===== src/rtl/rst_supervisor.sv =====
module rst_supervisor #(
  parameter int CW      = 16,
  parameter int MR_QUAL = 8
) (
  input  logic          clk,
  input  logic          por_n,
  input  logic          supply_ok,
  input  logic          aux_ok,
  input  logic          man_rst_n,
  input  logic          wdog_fault,
  input  logic [CW-1:0] stretch_cycles,
  output logic          sys_rst_n,
  output logic [2:0]    rst_cause
);
  localparam int            QW     = $clog2(MR_QUAL + 1);
  localparam logic [QW-1:0] QMAX   = QW'(MR_QUAL);
  localparam logic [2:0]    C_POR  = 3'd0;
  localparam logic [2:0]    C_SUP  = 3'd1;
  localparam logic [2:0]    C_AUX  = 3'd2;
  localparam logic [2:0]    C_MAN  = 3'd3;
  localparam logic [2:0]    C_WDG  = 3'd4;

  logic [QW-1:0] mr_cnt;
  logic [CW-1:0] hold;
  logic          man_req, req_any, req_q, done;
  logic [2:0]    pick;

  assign man_req = (mr_cnt == QMAX);
  assign req_any = !supply_ok || !aux_ok || man_req || wdog_fault;
  assign done    = ({1'b0, hold} + (CW+1)'(1)) >= {1'b0, stretch_cycles};
  assign pick    = !supply_ok ? C_SUP :
                   !aux_ok    ? C_AUX :
                   man_req    ? C_MAN : C_WDG;

  always_ff @(posedge clk or negedge por_n) begin
    if (!por_n)          mr_cnt <= '0;
    else if (man_rst_n)  mr_cnt <= '0;
    else if (!man_req)   mr_cnt <= mr_cnt + QW'(1);
  end

  always_ff @(posedge clk or negedge por_n) begin
    if (!por_n) begin
      sys_rst_n <= 1'b0;
      hold      <= '0;
      req_q     <= 1'b0;
      rst_cause <= C_POR;
    end else begin
      req_q <= req_any;
      if (req_any) begin
        sys_rst_n <= 1'b0;
        hold      <= '0;
        if (!req_q) rst_cause <= pick;
      end else if (!sys_rst_n) begin
        if (done) begin
          sys_rst_n <= 1'b1;
          hold      <= '0;
        end else begin
          hold <= hold + CW'(1);
        end
      end
    end
  end

  p_req_pulls_low_r1: assert property (@(posedge clk) disable iff (!por_n)
    req_any |=> !sys_rst_n);
  p_rise_needs_quiet_r5: assert property (@(posedge clk) disable iff (!por_n)
    $rose(sys_rst_n) |-> !$past(req_any));
  p_fall_needs_req_r6: assert property (@(posedge clk) disable iff (!por_n)
    $fell(sys_rst_n) |-> $past(req_any));
  p_mr_release_clears_r4: assert property (@(posedge clk) disable iff (!por_n)
    man_rst_n |=> !man_req);
  p_mr_qualified_r3: assert property (@(posedge clk) disable iff (!por_n)
    $rose(man_req) |-> $past(!man_rst_n));
  p_cause_loaded_r9: assert property (@(posedge clk) disable iff (!por_n)
    (req_any && !req_q) |=> (rst_cause != C_POR));
  p_cause_range_r9: assert property (@(posedge clk) disable iff (!por_n)
    rst_cause <= C_WDG);
endmodule


===== config.mk =====
export PLATFORM = sky130hd
export DESIGN_NAME = rst_supervisor
export DESIGN_NICKNAME = d
export VERILOG_FILES = /design/src/rtl/rst_supervisor.sv
export SDC_FILE = /design/constraint.sdc
export NUM_CORES = 1
export LEC_CHECK = 0
export BUFFER_PORTS_ARGS = -buffer_cell sky130_fd_sc_hd__buf_2
export CAP_MARGIN = 20
export CORE_MARGIN = 2
export CORE_UTILIZATION = 51
export CTS_CLUSTER_DIAMETER = 40
export DETAILED_ROUTE_END_ITERATION = 10
export PLACE_DENSITY = 0.72
export SLEW_MARGIN = 20
export SYNTH_ARGS = -nofsm -noshare
export SYNTH_HDL_FRONTEND = slang
export SYNTH_SLANG_ARGS = --single-unit
export TNS_END_PERCENT = 100

===== constraint.sdc =====
create_clock -name clk -period 3.3 [get_ports clk]
set_input_delay 0.33 -clock clk [delete_from_list [all_inputs] [get_ports clk]]
set_output_delay 0.33 -clock clk [all_outputs]
set_load 0.05 [all_outputs]

==> results.md, run 1 <==
Synthesis:
- The sequential-to-total area share from yosys stat is 35.3%.
- The distinct cell type count of the synthesized netlist is 36.
- The gate count after technology mapping is slightly above 200.
- The number of nets produced by synthesis is 243.
- dfrtp_1 takes more of the synthesized area than any other cell.
- During synthesis, Yosys emitted a total of 0 warnings.
- The per-instance average area after synthesis is 8.76 um2.
- The cell area that synthesis handed to floorplanning was around 0.0018 mm2.
- The number of storage elements in the synthesis netlist is 25.
- The synthesized design devotes to its leading area cell type between 30% and 40% of total area.
- Sorting the synthesized cells by area gives the leading types as dfrtp_1 35%, ha_1 13%, inv_1 5.1%.

Worst setup path:
- The worst register-to-register path ends at hold[11].
- The signal on the critical path passes through ha_1 > nand4_1 > nor2_1 > and3_1 > nor2b_1 > or2_2 > ha_1 > a21o_1 > a211o_1 > a2111oi_4 > buf_4 > o21ai_0 > a21oi_1.
- The most common cell type on the critical path is ha_1.
- The worst setup path is launched from a flip-flop.
- The number of buffer and inverter instances along the worst setup path is 1.
- The worst setup path category is flip-flop to flip-flop.
- Across all register-to-register paths, the minimum setup slack is 0.24 ns.
- The maximum fanout count along the critical path is 6.
- In this design, the stage delay of the slowest critical-path cell is 0.43 ns.
- The endpoint type of the worst setup path is a flip-flop.
- Counting cells, the worst reg-to-reg path comes to 13.
- The data arrival at the endpoint of the critical path is approximately 3.3 ns.
- The cell type group with the largest total delay on the critical path is compound AO/OA/AOI/OAI gates.
- Among all stages on the critical path, the largest delay is contributed by dfrtp_1.
- The required time of the critical path is 3.56 ns.
- The startpoint of the lowest-slack register-to-register path is hold[1].

Routing:
- After detailed routing, the total wire length is 3.32 mm.
- The detailed router finished its first iteration with 44 violations.
- For this run, design rule violations remaining after detail routing come to 0.
- The total via count in the routed design is around 1.4k.
- After detailed routing, the number of vias per cell comes to 5.19.
- The remaining antenna violation count after routing is 0.
- The number of optimization iterations in the first detailed-route pass is 4.
- Dividing the detail-routed wire length by the instance count gives 11.9 um.

Clock network:
- The total CTS buffers is 3.
- The count of buffers added by post-CTS timing repair for setup is 0.
- The cell at the root of the clock tree is clkbuf_4.
- The total number of H-tree levels is 1.
- After clock tree synthesis, the clock-pin slew on the worst setup and hold paths is about 0.14 ns.
- For this design, the sink count on the clock tree is 25.
- TritonCTS built the clock tree.
- The number of buffers on the longest clock path is 2.
- At the later pin of the worst-skew pair, clock insertion delay measures about 0.32 ns.

Place:
- Once placement finished, the instance area stood at 0.00196 mm2.
- The congestion estimate from routability-driven global placement came to about 0.85.
- The wire-length estimate of the detail-placed layout is 2.61 mm.
- The total of buffers placed on input and output ports is 25.

Floorplan:
- Measured along the y axis, the die boundary spans 62.9 um.
- From left edge to right edge, the die measures around 63 um.
- The die covers 0.00396 mm2.
- The number of top-level pins is 26.
- The starting density of the core is 53.1%.
- The core region is roughly 0.0033 mm2.
- The floorplan row count is 21.

Power:
- The switching power share of the total is 28.5%.
- The clock share of power is ~25%.
- The switching power is between 0.15 and 0.2 mW.
- Power spread over the standard cell area amounts to 279 mW/mm2.
- The worst supply voltage drop on vdd is 0.243 mV.
- Sequential cells account for 58.5% of the total power.
- In this run, the combinational gates consume 17.0% of the power.
- The leakage component of the power is just over 1 nW.
- The design internal power is 0.399 mW.

Global routing:
- The number of antenna violations at the first check in global routing is 0.
- Entering global routing, the biggest net connects 26 pins.
- The total overflow left after global routing is 0.
- For this run, the total global-route usage over all layers was measured as 18.2%.
- The via count of the first global-routing pass is around 1.3k.
- The global-route wire length before repair is 5.79 mm.

Timing:
- Setup repair after global routing left no endpoint under its margin.
- The final setup violation count is 0.
- For the pin with the worst max-slew slack, the measured transition is 0.546 ns.
- Adding up every negative setup slack in the final design gives 0 ns.
- The final-report max-slew violation count is 0.
- The shortest period the worst path allows is approximately 3.1 ns.
- Derived from the worst setup path, the maximum achievable clock frequency is 327 MHz.
- The clock skew is ~0.011 ns.
- In the finished design, the share of the clock period the worst path needs comes to 92.7%.
- In this run the tightest slew margin relative to its limit is 63.6%.
- The final number of hold-violating endpoints was 0.

Hold path:
- The endpoint with the worst hold slack is mr_cnt[2].
- The startpoint of the tightest hold check path is man_rst_n.
- The class of the most critical hold timing path is input pin to flip-flop.
- Along the worst hold path, the cell count comes to 2.

Final layout:
- The repair_antennas step left the layout with diodes totalling 0.
- The net total in the final layout is between 200 and 300.
- The final non-filler cell area is 0.00200 mm2.
- The area growth from synthesis to layout is 13.1%.
- Leaving out fill and tap cells, the most frequent cells in the layout are 25 x dfrtp_1, 25 x buf_2, 24 x inv_1.
- The post-route netlist has 18.5% of its cells at a drive strength greater than 1.

Status:
- The flow ran to the end, and the final reports show no timing, DRC or antenna violations.

Job:
- Max-cap violations in this run came to 0.
[timing repair]
item | in CTS | in global routing
endpoints found under the setup margin | 0 | 1
gates resized for setup | 0 | 1
hold buffers | 1 | 0
endpoints found under the hold margin | 25 | 0
[power by group through the flow]
stage	clock (mW)	combinational [mW]	sequential (mW)
final	0.137	0.0947	0.327
after global routing	0.157	0.107	0.328
after CTS	0.143	0.0968	0.327
after detailed placement	0	0.0958	0.332
after global placement	0	0.0938	0.332
after floorplan	0	0.0362	0.356
[cell type report]
cell class              instances  area, um2
flip-flops and latches         25        626
well taps                      46       57.6
multi-input cells             148       1030
inverters                      24       90.1
clock buffers                   4       26.3
fillers                       313       1330
repair buffers                 31        176
[cell usage after synthesis]
cell,instances
inv_1,24
and4_1,1
or2_1,1
nor2b_1,5
xnor2_1,8
or2_2,5
o22ai_1,1
o41a_1,1
nand2_1,16
a211o_1,2
mux2i_1,1
ha_1,19
buf_6,1
nand4_1,5
nor4_1,3
clkbuf_1,3
o21a_1,1
buf_2,1
nor3_1,1
o211ai_2,2
dfrtp_1,25
a221o_1,1
nor2_1,23
a21oi_1,13
a41oi_1,1
a22oi_1,10
nand3b_1,1
and2_1,1
nand3_1,9
a31oi_1,1
xor2_1,4
and3_1,1
o21ai_0,6
a2111oi_4,1
a21o_1,2
nor4_2,2
[kinds of logic (layout without fill, tap and decap cells)]
logic type                 Yosys count  count (layout)  synth area share (%)
and+or+nand+nor                     74              74                  20.8
xor gates and xnor gates            12              12                  5.94
adders and majority gates           19              19                  13.4
AOI/OAI and AO/OA                   42              42                  17.2
muxes                                1               1                 0.565
DFF                                 25              25                  35.3
buffers and inverters               29              59                  6.64
[metrics by stage]
stage	power (mW)	instances	worst slack [ns]	util [%]	hold slack, ns
final	0.558	278	0.241	60.0	0.196
after floorplan	0.392	202	0.305	-	0.0344
after global placement	0.426	273	0.284	58.8	0.355
after detailed placement	0.428	273	0.236	58.8	0.353
after global routing	0.593	278	0.0353	60.0	0.189
after CTS	0.567	278	0.208	59.9	0.185
[worst max path at each step]
stage          cells after the start       end    start
4_1_cts                           13  hold[14]  hold[1]
3_5_place_dp                      13  hold[14]  hold[1]
5_1_grt                           13  hold[15]  hold[1]
2_1_floorplan                     13   hold[3]  hold[0]
3_3_place_gp                      13   hold[9]  hold[1]
6_report                          13  hold[11]  hold[1]
[state kept, by name (all words and copies together), names as in the netlist]
register,flops
sys_rst_n,1
mr_cnt,4
rst_cause,3
req_q,1
hold,16
[metal layers]
metal	share of wire [%]	routed length [um]	vias to the layer above	GRT usage, %
met5	0	0	-	0
met4	0.90	30	0	5.83
met3	3.9	129	4	2.34
met2	45	1500	28	29.7
met1	50	1650	649	25.1
li1	-	-	762	-
[worst reg2reg max path, delay by kind of cell, from the launching register on]
kind | cells | cell delay [ns]
simple gates | 5 | 0.81
flops | 1 | 0.43
compound gates | 5 | 1.05
buf+inv | 1 | 0.21
fa+ha+maj | 2 | 0.50
Note: power is estimated with default switching activity, not from simulation.
==> inputs of run 2 (changes only) <==
CELL_PAD_IN_SITES_DETAIL_PLACEMENT = 1   (was unset)
CELL_PAD_IN_SITES_GLOBAL_PLACEMENT = 2   (was unset)
CORE_UTILIZATION = 34   (was 51)
PLACE_DENSITY = unset   (was 0.72)
PLACE_DENSITY_LB_ADDON = 0.1   (was unset)
REMOVE_ABC_BUFFERS = 1   (was unset)
==> results.md, run 2 (same netlist as run 1, synthesis figures left out) <==
Status:
- The run finished with clean final reports.

Clock network:
- The total CTS buffers is 3 (unchanged).
- The number of sinks handled by clock tree synthesis came to 25 (unchanged).
- The number of hold buffers added after CTS is 0 (-1).
- The clock-pin slew on the worst setup and hold paths is 0.09 ns (-0.05 ns).
- The clock latency on the worst-skew pair is 0.26 ns (-0.06 ns).
- The total number of H-tree levels was 1 (unchanged).
- TritonCTS built the clock tree.
- The cell sitting at the root of the clock tree is a clkbuf_8.
- The number of buffers on the longest clock path is 2 (unchanged).

Timing:
- The remaining max-slew budget at the tightest pin came to 61.9% (-1.7 points).
- The summed negative setup slack over all endpoints is 0 ns (unchanged).
- The final setup violation count is 0 (unchanged).
- The achievable frequency is 324 MHz (-1.0%).
- The clock skew is 0.00212 ns (-0.00856 ns).
- The final number of hold-violating endpoints came to 0 (unchanged).
- The final-layout worst hold slack is 0.0531 ns (-0.143 ns).
- The final-report max-slew violation count is 0 (unchanged).
- The shortest period the worst path allows is 3.09 ns (+0.0318 ns).
- The transition at the pin with the smallest max-transition slack came to 0.572 ns (+0.0254 ns).
- The final clock period utilization by the worst path came to 93.7% (+0.96 points).
- Setup repair after global routing left no endpoint under its margin.

Power:
- The leakage component of the power came to 1.04 nW (+3.3%).
- The worst supply voltage drop on vdd came to 0.216 mV (-11%).
- The power density normalized to cell area is 287 mW/mm2 (+3.1%).
- The power consumption came to 0.604 mW (+8.1%).

Floorplan:
- The number of top-level pins was 26 (unchanged).
- The floorplan row count is 26 (+24%).
- The placeable core region is 0.00507 mm2 (+52%).
- The full die area is 0.00580 mm2 (+47%).
- The starting density of the core is 34.9% (-18 points).
- The overall die width was 76.2 um (+21%).
- The die height is 76.2 um (+21%).

Worst setup path:
- The maximum fanout count along the critical path is 6 (unchanged).
- The signal on the critical path passes through ha_4 > nand4_1 > nor2_2 > and3_1 > nor2b_1 > or2_2 > ha_1 > a21o_1 > a211o_1 > a2111oi_4 > buf_4 > buf_2 > a22oi_1 > nor2_1.
- The endpoint identified for the worst register-to-register timing path is hold[5].
- The reg-to-reg setup timing slack is 0.21 ns (-0.03 ns).
- The launch point of the critical path is hold[1].
- The worst setup path is launched from a flip-flop.
- In this run the worst setup path terminates at hold[5].
- The required time of the critical path came to 3.50 ns (-0.06 ns).
- The data arrival at the endpoint of the critical path is 3.29 ns (-0.03 ns).
- The length in cells of the worst reg-to-reg path is 14 (+1).
- The stage delay of the slowest cell on the critical path is 0.42 ns (about the same).
- The worst setup path category is flip-flop to flip-flop.
- The endpoint type of the worst setup path is a flip-flop.
- The slowest stage of the critical path is the dfrtp_1 cell.
- In this run the critical register-to-register path is launched from hold[1].

Routing:
- The aggregate routed wire length came to 4.38 mm (+32%).
- The number of optimization iterations in the first detailed-route pass came to 4 (unchanged).
- The via density per instance is 5.02 (-3.2%).
- The remaining antenna violation count after routing came to 0 (unchanged).
- The mean routed wirelength per cell was 14.4 um (+20%).
- The initial detailed-routing violation count is 57 (+30%).
- The detailed-route DRC error count is 0 (unchanged).
- The total via count in the routed design is 1,532 (+6.2%).

Final layout:
- The number of inserted filler cells in the final layout came to 614 (+96%).
- The number of flip-flops in the largest register came to 16 (unchanged).
- Leaving out fill and tap cells, the most frequent cell in the layout is buf_2.
- The number of antenna diodes came to 0 (unchanged).
- The net total in the final layout is 277 (+1.1%).
- The share of cells above drive strength 1 is 21.7% (+3.2 points).
- Leaving out fill and tap cells, the most frequent cells in the layout are 26 x buf_2, 25 x dfrtp_1, 24 x inv_1.
- The largest registers in the layout are hold (16), mr_cnt (4), rst_cause (3).
- The final non-filler cell area came to 0.00210 mm2 (+4.9%).
- The register ranked first by flip-flop count is hold.
- Compared with the post-synthesis result, the final layout area differs by 18.7%.

Global routing:
- The maximum number of pins on one net before global-route repair is 26 (unchanged).
- The global-route wire length before repair is 7.31 mm (+26%).
- The number of antenna violations at the first check in global routing was 0 (unchanged).
- The via count of the first global-routing pass is 1,537 (+15%).
- The aggregate global routing overflow is 0 (unchanged).
- The global-route total usage across every layer is 15.1% (-3.1 points).

Place:
- The post-DP HPWL was 3.46 mm (+33%).
- The post-detailed-placement cell area came to 0.00199 mm2 (+1.5%).
- The routability-driven placement congestion ratio is 0.903 (+6.0%).
- The total of buffers placed on input and output ports is 25 (unchanged).

Job:
- The number of maximum-capacitance constraint violations is 0 (unchanged).

Hold path:
- The class of the most critical hold timing path is input pin to asynchronous set/reset pin.
-- run 2: changes by cell type in the layout (fill, tap and decap cells not counted), moves of 2 or more --
cell and delta:
buf_4 +3, clkbuf_4 -3, clkbuf_8 +3, nor2_1 -2, nor2_2 +2, o21ai_0 -3, o21ai_1 +3
-- run 2: worst min-delay path by stage --
stage,startpoint,end,cells after the start
floorplan,por_n,hold[0],0
global placement,por_n,mr_cnt[3],1
detailed placement,por_n,mr_cnt[2],1
CTS,por_n,mr_cnt[2],1
global route,por_n,mr_cnt[3],1
finish,por_n,mr_cnt[3],1
-- run 2: metrics by stage --
stage / setup WS, ns / utilization (%) / instances
floorplan: 0.108 / - / 197
global placement: 0.199 / 39.3 / 297
detailed placement: 0.0461 / 39.3 / 297
CTS: 0.0185 / 40.2 / 301
global route: 0.0131 / 41.4 / 305
finish: 0.209 / 41.4 / 305
-- run 2: area by class of cell --
type / instances / area [um2] / share of cell area, %
clock buffer: 4 / 45.0 / 2.14
timing repair buffer: 34 / 194 / 9.23
multi-input combinational: 148 / 1060 / 50.4
tap: 70 / 87.6 / 4.17
inverter: 24 / 90.1 / 4.29
sequential: 25 / 626 / 29.8
-- run 2: repair_timing --
action	in CTS	in global routing
setup buffers	0	3
gates resized for setup	0	10
endpoints found under the setup margin	0	17
-- run 2: worst max-delay path, delay by kind of cell, from the launching register on --
| kind | cells | cell delay, ns |
|---|---|---|
| buffers and inverters | 2 | 0.39 |
| adder cells (fa/ha/maj) | 2 | 0.48 |
| AO/OA/AOI/OAI | 4 | 0.81 |
| AND/OR/NAND/NOR | 6 | 0.92 |
| flip-flops | 1 | 0.42 |
-- run 2: per-layer routing --
metal	routed length [um]	track usage, %	part of all wire [%]	up-vias
met4	23	3.27	0.52	0
met2	2170	27.0	50	20
met1	2090	19.9	48	743
li1	-	-	-	767
met5	0	0	0	-
met3	98	1.30	2.2	2
-- run 2: power by group --
| part | internal, mW | switching (mW) | total [mW] | leakage, nW |
|---|---|---|---|---|
| Clock | 0.0861 | 0.0935 | 0.180 | 0.0228 |
| Sequential | 0.317 | 0.00969 | 0.327 | 0.334 |
| Combinational | 0.0344 | 0.0624 | 0.0969 | 0.686 |
